`src/rtl/dxt_pkg.sv`:
```
package dxt_pkg;

    localparam int EN_W = 4;

    typedef enum logic [1:0] {
        OP_RAW      = 2'd0,
        OP_NONE     = 2'd1,
        OP_BRKCHAIN = 2'd2,
        OP_RUNSTALL = 2'd3
    } dxt_op_e;

    // bit 0 = break-in accept, bit 3 = debug-mode drive
    typedef struct packed {
        logic dmo;
        logic rsi;
        logic bo;
        logic bi;
    } dxt_en_t;

    function automatic dxt_en_t dxt_apply_op(input dxt_op_e op, input logic [EN_W-1:0] raw);
        dxt_en_t r;
        case (op)
            OP_RAW:      r = dxt_en_t'(raw);
            OP_NONE:     r = '0;
            OP_BRKCHAIN: r = '{dmo: 1'b0, rsi: 1'b0, bo: 1'b1, bi: 1'b1};
            OP_RUNSTALL: r = '{dmo: 1'b1, rsi: 1'b1, bo: 1'b0, bi: 1'b0};
            default:     r = '0;
        endcase
        return r;
    endfunction

endpackage

```
`src/rtl/dxt_cfg_regs.sv`:
```
module dxt_cfg_regs
    import dxt_pkg::*;
#(
    parameter  int NCORE = 4,
    localparam int CW    = (NCORE > 1) ? $clog2(NCORE) : 1
) (
    input  logic                clk,
    input  logic                rst,
    input  logic                wr_en,
    input  logic [CW-1:0]       wr_core,
    input  dxt_op_e             wr_op,
    input  logic [EN_W-1:0]     wr_data,
    input  logic [CW-1:0]       rd_core,
    output logic [EN_W-1:0]     rd_data,
    output logic [NCORE-1:0]    bi_v,
    output logic [NCORE-1:0]    bo_v,
    output logic [NCORE-1:0]    rsi_v,
    output logic [NCORE-1:0]    dmo_v
);

    dxt_en_t cfg_q [NCORE];
    dxt_en_t wr_val;

    assign wr_val = dxt_apply_op(wr_op, wr_data);

    for (genvar j = 0; j < NCORE; j++) begin : g_reg
        always_ff @(posedge clk) begin
            if (rst)
                cfg_q[j] <= '0;
            else if (wr_en && (wr_core == CW'(j)))
                cfg_q[j] <= wr_val;
        end
        assign bi_v[j]  = cfg_q[j].bi;
        assign bo_v[j]  = cfg_q[j].bo;
        assign rsi_v[j] = cfg_q[j].rsi;
        assign dmo_v[j] = cfg_q[j].dmo;

        AST_RESET_ISOLATED: assert property (@(posedge clk)
            $past(rst) |-> (cfg_q[j] == '0));
    end

    always_comb begin
        rd_data = '0;
        for (int j = 0; j < NCORE; j++)
            if (rd_core == CW'(j))
                rd_data = cfg_q[j];
    end

endmodule

```
`src/rtl/dxt_fan.sv`:
```
module dxt_fan #(
    parameter int NCORE = 4
) (
    input  logic             clk,
    input  logic             rst,
    input  logic [NCORE-1:0] src_i,
    input  logic [NCORE-1:0] accept_i,
    output logic [NCORE-1:0] out_o
);

    logic [NCORE-1:0] nxt;

    for (genvar j = 0; j < NCORE; j++) begin : g_dst
        logic [NCORE-1:0] others;
        assign others = src_i & ~(NCORE'(1) << j);
        assign nxt[j] = accept_i[j] & (|others);

        AST_FAN_NOT_SELF: assert property (@(posedge clk) disable iff (rst)
            out_o[j] |-> $past(|(src_i & ~(NCORE'(1) << j))));
    end

    always_ff @(posedge clk) begin
        if (rst) out_o <= '0;
        else     out_o <= nxt;
    end

endmodule

```
`src/rtl/dxt_stall_path.sv`:
```
module dxt_stall_path #(
    parameter int NCORE = 4
) (
    input  logic             clk,
    input  logic             rst,
    input  logic [NCORE-1:0] dbg_i,
    input  logic [NCORE-1:0] rsi_v,
    input  logic [NCORE-1:0] dmo_v,
    output logic [NCORE-1:0] stall_o
);

    logic [NCORE-1:0] drivers;
    assign drivers = dbg_i & dmo_v;

    for (genvar j = 0; j < NCORE; j++) begin : g_dst
        logic [NCORE-1:0] others;
        assign others     = drivers & ~(NCORE'(1) << j);
        assign stall_o[j] = rsi_v[j] & ~dbg_i[j] & (|others);

        AST_STALL_LIFT_IN_DEBUG: assert property (@(posedge clk) disable iff (rst)
            dbg_i[j] |-> !stall_o[j]);
    end

endmodule

```
`src/rtl/dxt_xtrig_net.sv`:
```
module dxt_xtrig_net
    import dxt_pkg::*;
#(
    parameter  int NCORE = 4,
    localparam int CW    = (NCORE > 1) ? $clog2(NCORE) : 1
) (
    input  logic             clk,
    input  logic             rst,
    input  logic             cfg_wr_en,
    input  logic [CW-1:0]    cfg_wr_core,
    input  logic [1:0]       cfg_wr_op,
    input  logic [3:0]       cfg_wr_data,
    input  logic [CW-1:0]    cfg_rd_core,
    output logic [3:0]       cfg_rd_data,
    input  logic [NCORE-1:0] core_dbg_i,
    input  logic [NCORE-1:0] core_trig_i,
    output logic [NCORE-1:0] core_brk_o,
    output logic [NCORE-1:0] core_stall_o,
    output logic [NCORE-1:0] core_trig_o
);

    logic [NCORE-1:0] bi_v, bo_v, rsi_v, dmo_v;
    logic [NCORE-1:0] dbg_q;
    logic [NCORE-1:0] brk_src, brk_acc, trc_src;

    dxt_cfg_regs #(.NCORE(NCORE)) u_cfg (
        .clk     (clk),
        .rst     (rst),
        .wr_en   (cfg_wr_en),
        .wr_core (cfg_wr_core),
        .wr_op   (dxt_op_e'(cfg_wr_op)),
        .wr_data (cfg_wr_data),
        .rd_core (cfg_rd_core),
        .rd_data (cfg_rd_data),
        .bi_v    (bi_v),
        .bo_v    (bo_v),
        .rsi_v   (rsi_v),
        .dmo_v   (dmo_v)
    );

    // debug entry detector: only the rising edge of debug mode breaks others
    always_ff @(posedge clk) begin
        if (rst) dbg_q <= '0;
        else     dbg_q <= core_dbg_i;
    end

    assign brk_src = core_dbg_i & ~dbg_q & bo_v;
    assign brk_acc = bi_v & ~core_dbg_i;
    assign trc_src = core_trig_i & bo_v;

    dxt_fan #(.NCORE(NCORE)) u_brk_fan (
        .clk      (clk),
        .rst      (rst),
        .src_i    (brk_src),
        .accept_i (brk_acc),
        .out_o    (core_brk_o)
    );

    dxt_fan #(.NCORE(NCORE)) u_trc_fan (
        .clk      (clk),
        .rst      (rst),
        .src_i    (trc_src),
        .accept_i (bi_v),
        .out_o    (core_trig_o)
    );

    dxt_stall_path #(.NCORE(NCORE)) u_stall (
        .clk     (clk),
        .rst     (rst),
        .dbg_i   (core_dbg_i),
        .rsi_v   (rsi_v),
        .dmo_v   (dmo_v),
        .stall_o (core_stall_o)
    );

    for (genvar j = 0; j < NCORE; j++) begin : g_chk
        AST_BRK_ONLY_OUT_OF_DEBUG: assert property (@(posedge clk) disable iff (rst)
            core_brk_o[j] |-> $past(!core_dbg_i[j]));
        AST_BRK_NEEDS_ACCEPT: assert property (@(posedge clk) disable iff (rst)
            core_brk_o[j] |-> $past(bi_v[j]));
    end

    AST_BRK_NEEDS_ENTRY: assert property (@(posedge clk) disable iff (rst)
        (core_brk_o != '0) |-> $past(|(core_dbg_i & ~dbg_q)));
    AST_TRIG_NO_STALL: assert property (@(posedge clk) disable iff (rst)
        (core_stall_o != '0) |-> (core_dbg_i != '0));
    AST_TRIG_FROM_TRIG: assert property (@(posedge clk) disable iff (rst)
        (core_trig_o != '0) |-> $past(core_trig_i != '0));

endmodule

```
`config.mk`:
```
export PLATFORM = sky130hd
export DESIGN_NAME = dxt_xtrig_net
export DESIGN_NICKNAME = d
export VERILOG_FILES = /design/src/rtl/dxt_pkg.sv /design/src/rtl/dxt_cfg_regs.sv /design/src/rtl/dxt_fan.sv /design/src/rtl/dxt_stall_path.sv /design/src/rtl/dxt_xtrig_net.sv
export SDC_FILE = /design/constraint.sdc
export NUM_CORES = 1
export LEC_CHECK = 0
export ABC_AREA = 1
export CAP_MARGIN = 20
export CORE_MARGIN = 8
export CORE_UTILIZATION = 42
export DETAILED_ROUTE_END_ITERATION = 8
export PLACE_DENSITY_LB_ADDON = 0.3
export SYNTH_ARGS = -nofsm -noshare
export SYNTH_HDL_FRONTEND = slang
export SYNTH_SLANG_ARGS = --single-unit
```
`constraint.sdc`:
```
create_clock -name clk -period 0.8 [get_ports clk]
set_input_delay 0.08 -clock clk [delete_from_list [all_inputs] [get_ports clk]]
set_output_delay 0.08 -clock clk [all_outputs]
set_load 0.005 [all_outputs]
```
==> results of run 1 <==
==> tightest hold or removal path: stages <==
cell	delay (ns)
dlygate4sd2_1	0.27
buf_6	0.15
nor2_1	0.05
==> final cells by class <==
class | instances | area share, %
flip-flops and latches | 28 | 34.30
clock inverters | 1 | 0.1784
repair buffers | 60 | 22.95
clock buffers | 3 | 1.070
inverters | 32 | 5.826
well taps | 44 | 2.616
multi-input cells | 106 | 33.06
==> worst paths after layout <==
path                                      endpoint  depth (start not counted)
worst min-delay path                      dbg_q[2]                          3
worst max-delay path               core_stall_o[3]                          5
worst min register to register  u_brk_fan.out_o[0]                          5
worst max register to register  u_brk_fan.out_o[1]                          5
==> registers in the layout (all words and copies together), names as in the netlist <==
signal / cells
dbg_q: 4
u_brk_fan.out_o: 4
u_cfg.cfg_q: 16
u_trc_fan.out_o: 4
==> routing by layer <==
| layer | track usage [%] | vias up |
|---|---|---|
| li1 | - | 669 |
| met1 | 15.38 | 646 |
| met2 | 29.99 | 61 |
| met3 | 4.683 | 14 |
| met4 | 9.070 | 0 |
| met5 | 0 | - |
==> metrics by stage <==
| step | utilization (%) | setup slack (ns) | cells | hold slack (ns) | setup TNS (ns) |
|---|---|---|---|---|---|
| after floorplan | - | 0.02793 | 167 | 0.1524 | 0 |
| after global placement | 62.64 | -0.7423 | 268 | 0.5887 | -22.23 |
| after detailed placement | 62.64 | -0.8150 | 268 | 0.6082 | -23.69 |
| after CTS | 67.89 | -0.4685 | 274 | 0.2553 | -4.628 |
| after global routing | 69.50 | -0.5354 | 274 | 0.2460 | -6.111 |
| final | 69.50 | -0.4977 | 274 | 0.2494 | -5.111 |
==> logic make-up after synthesis <==
family          Yosys count  synth area share [%]
compound gates            2                0.7540
flops                    28                 54.29
buf+inv                  33                 9.896
simple gates            104                 35.06
==> what timing repair did <==
item,in CTS,in global routing
endpoints found under the hold margin,0,0
resized for setup,121,15
cloned,0,0
setup buffers,8,2
setup endpoints to repair,56,40
pin swaps,27,16
==> layout by cell type, fill, tap and decap left out, types with 11 or more instances in the layout <==
master / netlist / final
nor2_1: 24 / 23
clkdlybuf4s50_1: 0 / 12
nand3_2: 1 / 22
edfxtp_1: 16 / 16
inv_1: 31 / 27
buf_2: 0 / 15
dfxtp_1: 12 / 11
nand2_1: 34 / 21
buf_4: 0 / 18
==> power groups by stage <==
stage          clock network [mW]  registers [mW]  logic [mW]
2_1_floorplan                   0            1.68       0.223
5_1_grt                     0.635            1.68       0.789
3_3_place_gp                    0            1.69       0.596
3_5_place_dp                    0            1.69       0.617
6_report                    0.587            1.67       0.727
4_1_cts                     0.585            1.66       0.687
==> run summary, run 1 <==
=========================================================================================
Run status ................................................................. finished, violations left
Violations in the final reports ............................................ setup timing
Number of remaining DRC errors .............................................            0
Peak clock frequency supported by timing ...................................    770.6 MHz
Required time worst endpoint ...............................................      0.72 ns
Crit path largest cell delay ...............................................      0.46 ns
Met1 wire length ...........................................................      1519 um
Number of vias per cell after detailed routing .............................        5.073
Post-synthesis instance area ...............................................     1328 um2
Number of antenna violations at the first check in global routing ..........            0
Max Root-Sink Buffers ......................................................            2
Number of pins exceeding their max-slew limit in the final report ..........            0
Core footprint .............................................................     3028 um2
Design internal power ......................................................     2.136 mW
Antenna diodes .............................................................            0
Switching power share of the total .........................................       28.36%
Multi-input gate area in the final layout ..................................    695.7 um2
Num ports ..................................................................           37
Crit path buf inv count ....................................................            2
Vertical die dimension .....................................................     72.22 um
Sequential fraction of the synthesis area ..................................       54.29%
Number of port buffers .....................................................           36
Avg Cell Area, Syn .........................................................    7.949 um2
Pin count of the biggest net entering global routing .......................           16
Data arrival time of the worst path ........................................      1.22 ns
Global-route wire length before repair .....................................      6596 um
TritonCTS sink count .......................................................           28
Unrepaired setup endpoints after global routing ............................         true
Part of the power in the clock network .....................................        19.7%
Post-detailed-route count of antenna-violating nets ........................            0
Pleak ......................................................................     1.068 nW
Critical path start-end classification .....................................   reg -> out
Worst-case vdd ir drop .....................................................    0.8137 mV
Uppermost layer routed .....................................................         met4
Post-layout nets ...........................................................          252
FF-to-FF Start ............................................................. u_cfg.cfg_q[0][1]
Hold violation count in the final report ...................................            0
Sequential group share of total power ......................................        55.9%
Count of warnings emitted by yosys .........................................            0
Number of flip-flops and latches in the synthesized netlist ................           28
Register-to-register setup slack ...........................................     -0.15 ns
Setup slack after layout ...................................................   -0.4977 ns
Most prevalent standard cell on the critical path ..........................      nand3_2
Routed length on met2 ......................................................      2170 um
Worst Hold Launch ..........................................................          rst
Cells after Synth ..........................................................          167
First-pass iteration count of the detailed router ..........................            4
Last weighted congestion value of the routability-driven placer ............       0.9304
Cell-by-cell trace of the critical path .................................... nand2_2, nand3_2, nand3_2, inv_1, buf_2
Storage element area .......................................................    721.9 um2
Crit-path slowest cell .....................................................     edfxtp_1
Die Outline Area ...........................................................     5216 um2
All-layer global routing usage .............................................       16.13%
Grt total ovfl .............................................................            0
Max Cap Viol ...............................................................            0
Ranking of synthesized cells by area ....................................... edfxtp_1 36%, dfxtp_1 18%, nand3_1 13%, nand2_1 9.6%, inv_1 8.8%
CTS H-Tree Depth ...........................................................            1
Most numerous cell types in the synthesized netlist ........................ 35 x nand3_1, 34 x nand2_1, 31 x inv_1, 24 x nor2_1, 16 x edfxtp_1
Post-detailed-placement half-perimeter wirelength ..........................      2910 um
Root buffer cell ...........................................................     clkbuf_4
Die W ......................................................................     72.22 um
DRT iter0 DRCs .............................................................           63
Setup skew after layout ....................................................  0.005484 ns
Crit-path max FO ...........................................................            3
Wire per inst ..............................................................     15.15 um
Distinct cells, synth ......................................................           13
Initial core utilization ...................................................       43.84%
Yosys top cell area share ..................................................       36.19%
Class of the tightest hold or removal check ................................    in -> reg
Power density over cell area ...............................................  1417 nW/um2
PnR Total Power ............................................................     2.982 mW
Number of buffers inserted during clock tree synthesis .....................            3
Placed instance area .......................................................     1897 um2
Most common cell in the synthesized netlist ................................      nand3_1
Net switching power figure .................................................     845.9 uW
Number of flops mapped to enable cells by yosys ............................           16
Quantity of hold-fixing buffers added after cts ............................            0
Number of fill cells .......................................................          231
Most common flop cell mapped by yosys ......................................     edfxtp_1
Post-synth top area cell ...................................................     edfxtp_1
Synth-to-layout area growth ................................................       58.53%
Period minus WS final ......................................................     1.298 ns
Number of global-route vias before repair ..................................         1454
Floorplan row count ........................................................           20
Routed Wire Length .........................................................      4150 um
Pin slew with the least headroom to its limit ..............................    0.2275 ns
Family with the most delay on the worst path ...............................   flip-flops
Final std cell area, no fill ...............................................     2105 um2
Number of failing setup endpoints in the final timing report ...............           24
Share of final-layout standard cells stronger than drive strength 1 ........       40.00%
Proportion of register bits with asynchronous set or reset after synthesis .           0%
Detailed-route via count ...................................................         1390
Tcrit/Tclk final ...........................................................       162.2%
Clock-pin slew on the worst setup and hold paths ...........................      0.15 ns
Met3 WL post-DR ............................................................       326 um
Synthesized netlist net count ..............................................          188
Startpoint of the worst setup timing path .................................. u_cfg.cfg_q[2][3]
Relative max-transition margin .............................................       84.84%
CP startpoint kind .........................................................     register
Share of power burned in combinational logic ...............................        24.4%
Clock latency on the worst-skew pair .......................................      0.32 ns
Clock tree from TritonCTS ..................................................         done
Crit path capture type ..................................................... primary output
=========================================================================================
Power figures use the tool's default switching activity.
==> inputs of run 2 (changes only) <==
- CORE_UTILIZATION: 42 -> 43
- CTS_BUF_LIST: unset -> sky130_fd_sc_hd__clkbuf_8
- clock period: 0.8 -> 1.55 ns (I/O delays scaled with it)
==> run 2 against run 1 <==
Compared with the run above:
- the run now ends clean
- cell count is 2.9% lower
- combinational power decreased by 55%
- via count shrank 3.8%
- first-iteration DRC count up 79%
- wire length shrank 11%
- critical path depth unchanged
- global-route usage fell by 1.8 points
- critical endpoint unchanged
- largest cell class unchanged
- largest power group unchanged
==> run summary, run 2 (synthesis results as in run 1) <==
==================================================================================
Number of port buffers ..............................................           36
Post-detailed-route count of antenna-violating nets .................            0
Number of failing setup endpoints in the final timing report ........            0
Global-route wire length before repair ..............................      5871 um
Pin slew with the least headroom to its limit .......................    0.2792 ns
Multi-input gate area in the final layout ...........................    490.5 um2
Data arrival time of the worst path .................................      1.33 ns
Switching power share of the total ..................................       24.42%
Die W ...............................................................     71.57 um
Run status .......................................................... finished clean
First-pass iteration count of the detailed router ...................            4
Clock latency on the worst-skew pair ................................      0.27 ns
Vertical die dimension ..............................................     71.57 um
Max FFs per register ................................................           16
Pin count of the biggest net entering global routing ................           16
Grt total ovfl ......................................................            0
DRT iter0 DRCs ......................................................          113
Root buffer cell ....................................................     clkbuf_8
Clock-pin slew on the worst setup and hold paths ....................      0.09 ns
Antenna diodes ......................................................            0
Storage element area ................................................    720.7 um2
Routed Wire Length ..................................................      3703 um
Period minus WS final ...............................................     1.488 ns
Tcrit/Tclk final ....................................................       95.97%
Peak clock frequency supported by timing ............................    672.2 MHz
Number of antenna violations at the first check in global routing ...            0
Commonest non-fill, non-tap cell in the layout ......................      nand3_1
Worst-case vdd ir drop ..............................................    0.3815 mV
Class of the tightest hold or removal check .........................    in -> reg
Power density over cell area ........................................ 821.4 nW/um2
Design internal power ...............................................     1.231 mW
Num ports ...........................................................           37
CP startpoint kind ..................................................     register
Clock tree from TritonCTS ...........................................         done
Relative max-transition margin ......................................       81.36%
Max Cap Viol ........................................................            0
Required time worst endpoint ........................................      1.39 ns
Post-layout nets ....................................................          255
Placed instance area ................................................     1815 um2
Number of vias per cell after detailed routing ......................        5.026
Crit-path max FO ....................................................            3
Crit path capture type .............................................. primary output
Number of buffers inserted during clock tree synthesis ..............            3
Last weighted congestion value of the routability-driven placer .....       0.9020
Wire per inst .......................................................     13.92 um
TritonCTS sink count ................................................           28
Number of global-route vias before repair ...........................         1307
CTS H-Tree Depth ....................................................            1
Post-detailed-placement half-perimeter wirelength ...................      2732 um
Floorplan row count .................................................           20
Final std cell area, no fill ........................................     1983 um2
All-layer global routing usage ......................................       14.36%
Part of the power in the clock network ..............................        27.3%
Worst Hold Margin ...................................................    0.4149 ns
Critical path start-end classification ..............................   reg -> out
Register name with the most flops ...................................  u_cfg.cfg_q
Hold violation count in the final report ............................            0
Sequential group share of total power ...............................        52.7%
Die Outline Area ....................................................     5122 um2
Core footprint ......................................................     3003 um2
Quantity of hold-fixing buffers added after cts .....................            0
Share of power burned in combinational logic ........................        20.0%
Initial core utilization ............................................       44.21%
Share of final-layout standard cells stronger than drive strength 1 .       17.60%
Max Root-Sink Buffers ...............................................            2
Number of remaining DRC errors ......................................            0
Number of pins exceeding their max-slew limit in the final report ...            0
Leading cell types in the layout, fill and taps excluded ............ 35 x nand3_1, 31 x nand2_1, 31 x inv_1
Pleak ...............................................................     1.025 nW
Synth-to-layout area growth .........................................       49.39%
Detailed-route via count ............................................         1337
Setup skew after layout .............................................  0.002038 ns
Net switching power figure ..........................................     397.7 uW
Number of fill cells ................................................          253
==================================================================================
## run 2: changes by cell type in the layout (fill, tap and decap cells not counted), sizes merged
cell	change
buf	-13
clkdlybuf4s50	+12
clkbuf	+2
dlymetal6s2s	+2
clkinv	-1
dlygate4sd2	+1
## run 2: worst paths after layout
path,startpoint,end,slack (ns),depth (start not counted)
min,core_dbg_i[2],u_brk_fan.out_o[2],0.41,5
max reg2reg,u_cfg.cfg_q[1][1],u_brk_fan.out_o[3],0.45,6
min reg2reg,u_cfg.cfg_q[3][0],u_trc_fan.out_o[3],0.62,3
max,u_cfg.cfg_q[1][3],core_stall_o[3],0.06,5
## run 2: routing by layer
layer | global-route usage, % | vias up | part of all wire (%) | wire length (um)
li1 | - | 670 | - | -
met1 | 15.03 | 598 | 40 | 1466
met2 | 26.43 | 59 | 52 | 1925
met3 | 3.626 | 10 | 6.7 | 247
met4 | 6.122 | 0 | 1.8 | 65
met5 | 0 | - | 0 | 0
## run 2: what timing repair did
action	in CTS	in global routing
setup buffers	4	10
setup endpoints to repair	8	3
pin swaps	0	0
resized for setup	13	6
## run 2: area by class of cell
type,instances,share of cell area (%)
clock buffer,4,2.776
inverter,32,6.057
multi-input combinational,106,24.73
sequential,28,36.34
tap,33,2.082
timing repair buffer,63,28.01
## run 2: per-stage QoR
stage | instances | setup TNS, ns | total power [mW] | utilization (%) | worst slack, ns
6_report | 266 | 0 | 1.629 | 66.04 | 0.06240
5_1_grt | 266 | -0.00007483 | 1.692 | 66.04 | -0.00007483
4_1_cts | 256 | 0 | 1.607 | 63.25 | 0.007254
3_5_place_dp | 248 | -1.014 | 1.166 | 60.46 | -0.2050
3_3_place_gp | 248 | -0.7824 | 1.158 | 60.46 | -0.1456
2_1_floorplan | 167 | 0 | 0.9828 | - | 0.7526
## run 2: worst max-delay path, stage by stage, from the launching register on
cell	delay, ns
edfxtp_1	0.44
nand2_2	0.12
nand3_1	0.12
nand3_1	0.10
inv_1	0.04
dlygate4sd2_1	0.25
## run 2: power by group through the flow
stage / combinational (mW) / sequential [mW] / clock (mW)
2_1_floorplan: 0.115 / 0.868 / 0
3_3_place_gp: 0.277 / 0.882 / 0
3_5_place_dp: 0.284 / 0.882 / 0
4_1_cts: 0.293 / 0.861 / 0.453
5_1_grt: 0.356 / 0.863 / 0.473
6_report: 0.325 / 0.859 / 0.445
==> inputs of run 3 (changes only) <==
- CTS_CLUSTER_SIZE: unset -> 30
==> results of run 3 <==
The final DEF is identical to that of run 2; final timing and power are the same.
